## config.mk

```make
export PLATFORM = sky130hd
export DESIGN_NAME = vnode_enum
export DESIGN_NICKNAME = d
export VERILOG_FILES = /design/src/rtl/vnode_enum.sv
export SDC_FILE = /design/constraint.sdc
export NUM_CORES = 1
export LEC_CHECK = 0
export BUFFER_PORTS_ARGS = -buffer_cell sky130_fd_sc_hd__buf_4
export CORE_UTILIZATION = 43
export CTS_CLUSTER_SIZE = 12
export DETAILED_ROUTE_END_ITERATION = 7
export PLACE_DENSITY = 0.69
export RECOVER_POWER = 50
export SLEW_MARGIN = 20
export SYNTH_ARGS = -nofsm -noshare
export SYNTH_HDL_FRONTEND = slang
export SYNTH_SLANG_ARGS = --single-unit
```

## constraint.sdc

```tcl
create_clock -name clk -period 2 [get_ports clk]
set_input_delay 0.2 -clock clk [delete_from_list [all_inputs] [get_ports clk]]
set_output_delay 0.2 -clock clk [all_outputs]
set_load 0.05 [all_outputs]
```

## src/rtl/vnode_enum.sv

```systemverilog
module vnode_enum #(
  parameter int          IR_LEN       = 10,
  parameter int          HUBSEL_LEN   = 64,
  parameter int          DATA_W       = 64,
  parameter int          LEN_W        = 9,
  parameter logic [7:0]  WANTED_ID    = 8'h08,
  parameter logic [7:0]  SEL_VIR      = 8'h08,
  parameter int          IR_SEL_HUB   = 14,
  parameter int          IR_DATA_PATH = 12
) (
  input  logic              clk,
  input  logic              rst_n,
  input  logic              start,
  output logic              cmd_valid,
  output logic              cmd_is_ir,
  output logic [LEN_W-1:0]  cmd_len,
  output logic [DATA_W-1:0] cmd_data,
  input  logic              scan_done,
  input  logic [3:0]        scan_tdo,
  output logic [7:0]        found_addr,
  output logic [7:0]        hub_m,
  output logic [7:0]        hub_nodes,
  output logic [3:0]        hub_n,
  output logic              done,
  output logic              error
);

  typedef enum logic [3:0] {
    S_IDLE, S_IR1, S_HUBSEL, S_IR0, S_HUBNIB, S_NODENIB,
    S_SELIR1, S_SELDR, S_SELIR0, S_DONE, S_ERR
  } st_t;

  st_t         st;
  logic [31:0] word;
  logic [2:0]  nib;
  logic [7:0]  idx;
  logic        hit;

  wire        step     = cmd_valid & scan_done;
  wire [31:0] nxt_word = {scan_tdo, word[31:4]};
  wire        id_match = (nxt_word[26:19] == WANTED_ID);
  wire        last_nib = (nib == 3'd7);
  wire        idle_ok  = (st == S_IDLE) || (st == S_DONE) || (st == S_ERR);

  function automatic logic [3:0] bitlen(input logic [7:0] v);
    bitlen = 4'd0;
    for (int i = 0; i < 8; i++)
      if (v[i]) bitlen = 4'(i + 1);
  endfunction

  assign done  = (st == S_DONE);
  assign error = (st == S_ERR);

  always_comb begin
    cmd_valid = 1'b1;
    cmd_is_ir = 1'b0;
    cmd_len   = '0;
    cmd_data  = '0;
    case (st)
      S_IR1, S_SELIR1: begin
        cmd_is_ir = 1'b1;
        cmd_len   = LEN_W'(IR_LEN);
        cmd_data  = DATA_W'(IR_SEL_HUB);
      end
      S_IR0, S_SELIR0: begin
        cmd_is_ir = 1'b1;
        cmd_len   = LEN_W'(IR_LEN);
        cmd_data  = DATA_W'(IR_DATA_PATH);
      end
      S_HUBSEL:            cmd_len = LEN_W'(HUBSEL_LEN);
      S_HUBNIB, S_NODENIB: cmd_len = LEN_W'(4);
      S_SELDR: begin
        cmd_len  = LEN_W'(hub_n) + LEN_W'(hub_m);
        cmd_data = (DATA_W'(found_addr) << hub_m) | DATA_W'(SEL_VIR);
      end
      default: cmd_valid = 1'b0;
    endcase
  end

  always_ff @(posedge clk) begin
    if (!rst_n) begin
      st <= S_IDLE;
      word <= '0;
      nib <= '0;
      idx <= '0;
      hit <= 1'b0;
      found_addr <= '0;
      hub_m <= '0;
      hub_nodes <= '0;
      hub_n <= '0;
    end else if (idle_ok) begin
      if (start) begin
        st <= S_IR1;
        word <= '0;
        nib <= '0;
        idx <= '0;
        hit <= 1'b0;
        found_addr <= '0;
        hub_m <= '0;
        hub_nodes <= '0;
        hub_n <= '0;
      end
    end else if (step) begin
      case (st)
        S_IR1:    st <= S_HUBSEL;
        S_HUBSEL: st <= S_IR0;
        S_IR0:    st <= S_HUBNIB;
        S_HUBNIB: begin
          word <= nxt_word;
          nib  <= nib + 3'd1;
          if (last_nib) begin
            hub_nodes <= nxt_word[26:19];
            hub_m     <= nxt_word[7:0];
            hub_n     <= bitlen(nxt_word[26:19]);
            st        <= (nxt_word[26:19] == 8'd0) ? S_ERR : S_NODENIB;
          end
        end
        S_NODENIB: begin
          word <= nxt_word;
          nib  <= nib + 3'd1;
          if (last_nib) begin
            if (id_match) begin
              found_addr <= idx + 8'd1;
              hit        <= 1'b1;
            end
            if (idx == hub_nodes - 8'd1)
              st <= (hit || id_match) ? S_SELIR1 : S_ERR;
            else
              idx <= idx + 8'd1;
          end
        end
        S_SELIR1: st <= S_SELDR;
        S_SELDR:  st <= S_SELIR0;
        S_SELIR0: st <= S_DONE;
        default:  st <= S_IDLE;
      endcase
    end
  end

  AST_CMD_HOLD: assert property (@(posedge clk) disable iff (!rst_n)
    (cmd_valid && !scan_done) |=> (cmd_valid && $stable(cmd_is_ir) && $stable(cmd_len) && $stable(cmd_data)));

  AST_DONE_QUIET: assert property (@(posedge clk) disable iff (!rst_n)
    (done || error) |-> !cmd_valid);

  AST_FLAG_EXCL: assert property (@(posedge clk) disable iff (!rst_n)
    !(done && error));

  AST_DONE_HOLD: assert property (@(posedge clk) disable iff (!rst_n)
    (done && !start) |=> done);

  AST_ERR_HOLD: assert property (@(posedge clk) disable iff (!rst_n)
    (error && !start) |=> error);

  AST_ADDR_RANGE: assert property (@(posedge clk) disable iff (!rst_n)
    done |-> (found_addr != 8'd0 && found_addr <= hub_nodes));

endmodule

```

==> results.py, run 1 <==
metrics = {
    "routing": {
        "postRouteAntennaNets": 0,
        "first_iter_violations": 415,
        "via_per_inst": 5.87,
        "wl_um": 21700,
        "via_count": 6124,
        "wl_per_cell_um": 20.9,
        "dr.pass1.iters": 7,
        "drc": 0,
    },
    "finish": {
        "n_fill_cell": 651,
        "final_cell_mix": "buf_4, nand2_1, a21oi_1, buf_6, nand3_1",
        "diodes": 0,
        "syn2layout_area_growth_pct": 84.8,
        "multiInputGateArea_um2": 4490,
        "layout_commonest_cell": "buf_4",
        "final_core_util_pct": 81.8,
        "drive_gt1_share_pct": 55.9,
        "final_area_um2": 8870,
        "nNetsFinal": 915,
        "seq_area_um2": 1470,
    },
    "yosys": {
        "synth_cell_types": 74,
        "yosys.area_share.simple_pct": 32.5,
        "synth-seq-cells": 71,
        "yosys.area_share.adder_pct": 2.50,
        "synthMuxAreaShare_pct": 4.56,
        "synth-compound-area-share_pct": 20.6,
        "syn-cell-area_um2": 4800,
        "yosysWarnings": 0,
        "synth.avg_cell_area_um2": 7.14,
        "synth_xor_area_share_pct": 4.17,
        "synth_top_family_by_area": "simple AND/OR/NAND/NOR gates",
        "async_flop_share_pct": 0,
        "synth-main-ff-cell": "dfxtp_1",
        "synth_cells": 672,
        "syn_nets": 689,
        "ys_seq_area_share_pct": 29.6,
        "synth_edf_count": 0,
    },
    "global_routing": {
        "grt_pass1_vias": 5684,
        "grt_pass1_wl_um": 29600,
        "antenna_found_initial": 0,
        "grtUsageTotal_pct": 32.9,
        "gr-total-overflow": 0,
        "grt_max_degree": 50,
    },
    "outcome": {
        "status": "finished with violations",
        "violations": "negative setup slack",
    },
    "setup_path": {
        "cp-start-kind": "flop",
        "cp.arrival_ns": 2.43,
        "worst_setup_path_end_kind": "output pin",
        "crit_type": "flop to output pin",
        "crit_required_ns": 1.80,
        "cp_max_fo": 4,
    },
    "sta": {
        "setup_slack_ns": -0.627,
        "tns_ns": -31.49,
        "rsz0062_at_grt": "yes",
        "max_freq_mhz": 381,
        "timing.final.crit_share_pct": 131,
        "hold_viol": 0,
        "fin_worst_skew_ns": 0.0170,
        "period_needed_ns": 2.63,
        "finalSetupViolations": 78,
        "hold-worst-slack_ns": 0.103,
        "max_slew_margin_pct": 54.1,
        "tightest_slew_ns": 0.692,
        "finalMaxSlewViolations": 0,
    },
    "placement": {
        "place_area_um2": 7380,
        "dp_hpwl_um": 12300,
        "pre_cts_ws_ns": -0.146,
        "port_buffers": 112,
        "place_congestion": 0.873,
    },
    "cts": {
        "clock_latency_ns": 0.36,
        "postCtsHoldBufs": 0,
        "clock-sinks": 71,
        "clockBufferDepth": 2,
        "numCtsBuffers": 9,
        "cts-root-buf": "clkbuf_8",
        "htree_num_levels": 3,
        "clk_pin_slew_ns": 0.08,
        "cts_tree": "built",
    },
    "floorplanning": {
        "core-area_um2": 10800,
        "fp-row-count": 38,
        "die_area_um2": 11600,
        "initial_core_util_pct": 44.3,
        "pin_count": 113,
        "die_width_um": 108,
        "die_y_um": 108,
    },
    "pwr": {
        "ir_worst_vdd_mv": 0.608,
        "p_per_area_nw_per_um2": 512,
        "leakagePower_nw": 3.25,
    },
    "hold_path": {
        "hold_path.class": "input pin to flop",
    },
    "flow_run": {
        "maxCapViolCount": 0,
    },
}
==> layer usage <==
metal	GRT usage, %	routed length, um	vias up
met2	57.7	11100	280
li1	-	-	2802
met1	40.1	8460	2962
met5	0	0	-
met3	5.08	1250	80
met4	13.2	969	0
==> flip-flops by register name, summed over array words and instances, names as in the netlist <==
signal      cells
hub_m           8
st              4
hub_n           3
word           28
nib             3
found_addr      8
idx             8
hit             1
hub_nodes       8
==> critical path: stages (launching register included) <==
cell and delay (ns):
dfxtp_4 0.40, buf_4 0.13, mux2i_2 0.22, nor2_2 0.09
a22oi_2 0.34, mux2_4 0.26, nor2_4 0.04, buf_4 0.14
a32oi_2 0.22, nor2_4 0.07, buf_6 0.15
==> Yosys cell counts, drive strengths merged, types with 14 or more instances <==
master	n	area, um^2
a21oi	77	400
buf	21	111
clkbuf	32	120
dfxtp	71	1420
inv	14	52.6
mux2i	14	140
nand2	76	293
nand3	55	275
nor2	96	370
nor2b	21	131
nor3	21	116
o21ai	24	120
==> repair_timing <==
action / 4_1_cts / 5_1_grt
setup buffers: 33 / 13
setup endpoints to repair: 105 / 129
gates cloned: 3 / 1
resized for setup: 144 / 96
pin swaps: 33 / 44
==> power by group <==
group / leakage, nW / switching (W) / internal (W) / total (W)
combinational: 2.58 / 0.00125 / 0.000789 / 0.00204
sequential: 0.587 / 0.0000535 / 0.00143 / 0.00148
clock: 0.0874 / 0.000539 / 0.000484 / 0.00102
==> layout make-up <==
type	instances	share of cell area, %
flip-flops and latches	71	16.6
repair buffers	266	28.1
well taps	140	1.97
inverters	16	0.776
clock buffers	13	1.68
multi-input cells	534	50.6
clock inverters	3	0.212
==> stage by stage <==
step / power [W] / cells
final: 0.00455 / 1043
after global routing: 0.00471 / 1043
after CTS: 0.00423 / 1035
after detailed placement: 0.00312 / 987
after global placement: 0.00310 / 987
after floorplan: 0.00250 / 672
==> worst paths after layout <==
path	from	to	slack, ns	cells after the start
max	hub_m[0]$_SDFFE_PN0P_	cmd_data[38]	-0.63	10
min	scan_tdo[0]	word[28]$_SDFFE_PN0P_	0.10	3
max reg2reg	hub_nodes[1]$_SDFFE_PN0P_	idx[6]$_SDFFE_PN0P_	-0.09	9
min reg2reg	word[21]$_SDFFE_PN0P_	word[21]$_SDFFE_PN0P_	0.45	2
==> cells by family after synthesis <==
family / Yosys count
adder cells (fa/ha/maj): 9
buffers and inverters: 69
multiplexers: 21
AND/OR/NAND/NOR: 324
flip-flops: 71
AO/OA/AOI/OAI: 156
XOR/XNOR: 22
Power figures use the tool's default switching activity.
==> run 2, diff against run 1 <==
--- a/config.mk
+++ b/config.mk
@@ -6,11 +6,13 @@
 export NUM_CORES = 1
 export LEC_CHECK = 0
 export BUFFER_PORTS_ARGS = -buffer_cell sky130_fd_sc_hd__buf_4
+export CORE_MARGIN = 2
 export CORE_UTILIZATION = 43
 export CTS_CLUSTER_SIZE = 12
 export DETAILED_ROUTE_END_ITERATION = 7
 export PLACE_DENSITY = 0.69
 export RECOVER_POWER = 50
+export SETUP_SLACK_MARGIN = 0.02
 export SLEW_MARGIN = 20
 export SYNTH_ARGS = -nofsm -noshare
 export SYNTH_HDL_FRONTEND = slang
==> results.py, run 2 (synthesized netlist as in run 1, its figures left out) <==
metrics = {
    "setup_path": {
        "worst_setup_path_end_kind": "output pin",
        "cp_max_fo": 6,
        "ff2ff_path_depth": 11,
        "cp.arrival_ns": 2.52,
        "cp-start-kind": "flop",
        "crit_type": "flop to output pin",
        "crit_required_ns": 1.80,
    },
    "cts": {
        "clock-sinks": 71,
        "clk_pin_slew_ns": 0.08,
        "clock_latency_ns": 0.36,
        "clockBufferDepth": 2,
        "numCtsBuffers": 9,
        "htree_num_levels": 3,
        "cts-root-buf": "clkbuf_8",
        "cts_tree": "built",
    },
    "finish": {
        "final_cell_mix": "buf_4, buf_6, nand2_1, nand3_1, dfxtp_1",
        "largest_register": "word",
        "layout_commonest_cell": "buf_4",
        "n_fill_cell": 449,
        "final_area_um2": 9650,
        "drive_gt1_share_pct": 61.9,
        "final_core_util_pct": 88.7,
        "syn2layout_area_growth_pct": 101,
        "largest_reg_flops": 28,
        "stdcell_count": 1061,
        "diodes": 0,
        "nNetsFinal": 933,
    },
    "global_routing": {
        "grtUsageTotal_pct": 30.8,
        "grt_pass1_vias": 5654,
        "grt_pass1_wl_um": 29000,
        "gr-total-overflow": 0,
        "antenna_found_initial": 0,
        "grt_max_degree": 33,
    },
    "routing": {
        "via_per_inst": 6.48,
        "first_iter_violations": 931,
        "drc": 0,
        "wl_um": 27400,
        "postRouteAntennaNets": 0,
        "wl_per_cell_um": 25.8,
        "via_count": 6877,
        "dr.pass1.iters": 6,
    },
    "placement": {
        "place_congestion": 0.947,
        "port_buffers": 112,
        "dp_hpwl_um": 12700,
        "pre_cts_ws_ns": -0.232,
        "dp_cells": 1005,
        "place_area_um2": 7570,
    },
    "sta": {
        "max_freq_mhz": 368,
        "tightest_slew_ns": 0.657,
        "hold_viol": 0,
        "timing.final.crit_share_pct": 136,
        "setup_slack_ns": -0.721,
        "finalMaxSlewViolations": 0,
        "rsz0062_at_grt": "yes",
        "max_slew_margin_pct": 56.4,
        "finalSetupViolations": 130,
        "hold-worst-slack_ns": 0.103,
        "fin_worst_skew_ns": 0.0114,
        "period_needed_ns": 2.72,
    },
    "floorplanning": {
        "die_area_um2": 12000,
        "core-area_um2": 10900,
        "die_width_um": 110,
        "fp-row-count": 38,
        "pin_count": 113,
        "initial_core_util_pct": 44.1,
        "die_y_um": 110,
    },
    "hold_path": {
        "worstHoldPathCells": 3,
        "hold_path.class": "input pin to flop",
    },
    "outcome": {
        "violations": "negative setup slack",
        "status": "finished with violations",
    },
    "pwr": {
        "p_per_area_nw_per_um2": 551,
        "ir_worst_vdd_mv": 0.594,
        "leakagePower_nw": 3.52,
    },
    "flow_run": {
        "maxCapViolCount": 0,
    },
}
[run 2: critical path: stages (launching register included)]
cell and delay, ns:
dfxtp_4 0.38, buf_12 0.15, mux2i_4 0.20, nor3_2 0.22, a21oi_2 0.08, a2bb2oi_2 0.20
nand2b_4 0.18, mux2i_4 0.24, nor2b_4 0.32, buf_8 0.19
[run 2: where the power goes]
part / internal, W / switching [W]
Clock: 0.000579 / 0.000566
Sequential: 0.00143 / 0.0000600
Combinational: 0.00113 / 0.00155
Total: 0.00314 / 0.00218
[run 2: layout make-up]
cell class                      count  area (um^2)  share of cell area (%)
Clock buffer                       13          139                    1.44
Clock inverter                      3         43.8                   0.454
Inverter                           16         63.8                   0.661
Multi-Input combinational cell    533         4880                    50.6
Sequential cell                    71         1480                    15.4
Tap cell                          140          175                    1.81
Timing Repair Buffer              285         2870                    29.7
[run 2: path summary, 6_finish.rpt]
path                                            start               endpoint  slack, ns
worst min-delay path                      scan_tdo[0]  word[28]$_SDFFE_PN0P_       0.10
worst max register to register     st[3]$_SDFFE_PN0P_  hub_m[0]$_SDFFE_PN0P_      -0.19
worst max-delay path            hub_m[0]$_SDFFE_PN0P_           cmd_data[53]      -0.72
worst min register to register  word[20]$_SDFFE_PN0P_  word[20]$_SDFFE_PN0P_       0.47
[run 2: what timing repair did]
| item | 4_1_cts | 5_1_grt |
|---|---|---|
| gates resized for setup | 124 | 227 |
| pin swaps | 38 | 77 |
| setup endpoints to repair | 97 | 132 |
| cloned | 1 | 8 |
| buffers inserted | 16 | 21 |
| hold buffers | 0 | 0 |
[run 2: layer usage]
metal / global-route usage (%) / up-vias / share of wire, %
li1: - / 2846 / -
met2: 53.5 / 555 / 49
met1: 38.6 / 3293 / 34
met5: 0 / - / 0
met3: 4.74 / 183 / 9.9
met4: 10.9 / 0 / 7.4
[run 2: through the flow]
stage / TNS, ns / total power (W)
6_report: -34.19 / 0.00532
5_1_grt: -39.45 / 0.00544
3_3_place_gp: -2.32 / 0.00323
3_5_place_dp: -3.77 / 0.00325
4_1_cts: -22.71 / 0.00446
2_1_floorplan: -3.92 / 0.00250
==> run 3, diff against run 2 <==
--- a/config.mk
+++ b/config.mk
@@ -7,10 +7,9 @@
 export LEC_CHECK = 0
 export BUFFER_PORTS_ARGS = -buffer_cell sky130_fd_sc_hd__buf_4
 export CORE_MARGIN = 2
-export CORE_UTILIZATION = 43
+export CORE_UTILIZATION = 40
 export CTS_CLUSTER_SIZE = 12
 export DETAILED_ROUTE_END_ITERATION = 7
-export PLACE_DENSITY = 0.69
 export RECOVER_POWER = 50
 export SETUP_SLACK_MARGIN = 0.02
 export SLEW_MARGIN = 20
==> results.py, run 3 (synthesized netlist as in run 1, its figures left out) <==
metrics = {
    "hold_path": {
        "hold_path.class": "input pin to flop",
    },
    "routing": {
        "first_iter_violations": 383,
        "wl_per_cell_um": 17.6,
        "via_per_inst": 5.58,
        "postRouteAntennaNets": 0,
        "drc": 0,
        "via_count": 5822,
        "wl_um": 18400,
        "dr.pass1.iters": 5,
    },
    "outcome": {
        "status": "finished with violations",
        "violations": "negative setup slack",
    },
    "pwr": {
        "finalPower_w": 0.00542,
        "p_per_area_nw_per_um2": 604,
        "leakagePower_nw": 3.27,
        "ir_worst_vdd_mv": 0.586,
    },
    "finish": {
        "n_fill_cell": 840,
        "layout_commonest_cell": "buf_4",
        "final_area_um2": 8960,
        "nNetsFinal": 909,
        "syn2layout_area_growth_pct": 86.8,
        "diodes": 0,
        "largest_reg_flops": 28,
        "drive_gt1_share_pct": 56.7,
        "final_cell_mix": "buf_4, buf_6, nand3_1, nand2_1",
        "largest_register": "word",
        "seq_area_um2": 1470,
        "final_core_util_pct": 75.6,
        "multiInputGateArea_um2": 4550,
    },
    "sta": {
        "finalMaxSlewViolations": 0,
        "max_slew_margin_pct": 58.4,
        "period_needed_ns": 2.46,
        "rsz0062_at_grt": "yes",
        "fin_worst_skew_ns": 0.00798,
        "setup_slack_ns": -0.460,
        "hold_viol": 0,
        "hold-worst-slack_ns": 0.130,
        "max_freq_mhz": 407,
        "timing.final.crit_share_pct": 123,
        "tightest_slew_ns": 0.626,
        "finalSetupViolations": 94,
    },
    "cts": {
        "clockBufferDepth": 2,
        "htree_num_levels": 3,
        "cts_tree": "built",
        "postCtsHoldBufs": 0,
        "clock_latency_ns": 0.33,
        "cts-root-buf": "clkbuf_16",
        "numCtsBuffers": 9,
        "clock-sinks": 71,
        "clk_pin_slew_ns": 0.06,
    },
    "floorplanning": {
        "die_width_um": 114,
        "die_y_um": 114,
        "pin_count": 113,
        "initial_core_util_pct": 40.5,
        "core-area_um2": 11900,
        "fp-row-count": 40,
        "die_area_um2": 12900,
    },
    "placement": {
        "port_buffers": 112,
        "place_area_um2": 7420,
        "dp_hpwl_um": 12600,
        "place_congestion": 0.897,
    },
    "global_routing": {
        "met3_usage_pct": 3.72,
        "grt_max_degree": 67,
        "use_met2_pct": 48.6,
        "grt_pass1_wl_um": 28000,
        "antenna_found_initial": 0,
        "grtUsageTotal_pct": 26.8,
        "met1_usage_pct": 33.4,
        "busiest_layer": "met2",
        "grt_pass1_vias": 5455,
        "gr-total-overflow": 0,
    },
    "setup_path": {
        "crit_required_ns": 1.80,
        "cp_max_fo": 12,
        "crit_type": "flop to output pin",
        "worst_setup_path_end_kind": "output pin",
        "cp.arrival_ns": 2.26,
        "cp-start-kind": "flop",
    },
    "flow_run": {
        "maxCapViolCount": 0,
    },
}
[run 3: cell count changes in the layout (fill, tap and decap cells not counted), sizes merged, moves of 2 or more]
cell	delta
buf	-19
inv	+5
clkinv	-2
clkbuf	-9
[run 3: stage by stage]
stage	setup WS (ns)	TNS (ns)	cells
after detailed placement	-0.132	-4.69	991
after global placement	-0.119	-2.59	991
final	-0.460	-23.30	1044
after CTS	-0.440	-20.11	1032
after floorplan	-0.238	-3.92	672
after global routing	-0.540	-31.51	1044
[run 3: worst max-delay path: stages, from the launching register on]
cell and delay, ns:
dfxtp_4 0.38, buf_6 0.18, mux2i_4 0.27, nor2_1 0.09, a22o_1 0.29, buf_4 0.17, a22oi_2 0.15, buf_4 0.17
nor2_4 0.03, buf_4 0.20
[run 3: timing repair]
item,4_1_cts,5_1_grt
cloned,1,2
buffers inserted,24,12
pin swaps,29,48
resized for setup,120,105
setup endpoints to repair,101,112
[run 3: where the power goes]
| part | switching [W] | internal (W) | leakage (nW) | total, W |
|---|---|---|---|---|
| registers | 0.0000369 | 0.00143 | 0.586 | 0.00147 |
| logic | 0.00134 | 0.000947 | 2.53 | 0.00228 |
| clock network | 0.000667 | 0.000998 | 0.155 | 0.00167 |
[run 3: worst paths after layout]
kind                                  start               endpoint  slack (ns)  depth (start not counted)
setup / recovery      hub_m[0]$_SDFFE_PN0P_           cmd_data[19]       -0.46                          9
hold / removal                  scan_tdo[0]  word[28]$_SDFFE_PN0P_        0.13                          3
setup reg to reg  hub_nodes[1]$_SDFFE_PN0P_    idx[7]$_SDFFE_PN0P_       -0.07                          9
hold reg to reg        word[7]$_SDFFE_PN0P_   word[7]$_SDFFE_PN0P_        0.45                          2
[run 3: final cells by class]
class                      instances  share of cell area (%)
multi-input combinational        533                    50.8
timing repair buffer             261                    26.6
sequential                        71                    16.3
clock buffer                       9                    2.51
tap                              147                    2.05
clock inverter                     7                   0.977
inverter                          16                   0.712
[run 3: layer usage]
layer / vias up / part of all wire, % / wire length, um
met5: - / 0 / 0
met4: 0 / 2.0 / 371
met3: 25 / 5.0 / 914
met2: 202 / 52 / 9570
met1: 2792 / 41 / 7550
li1: 2803 / - / -
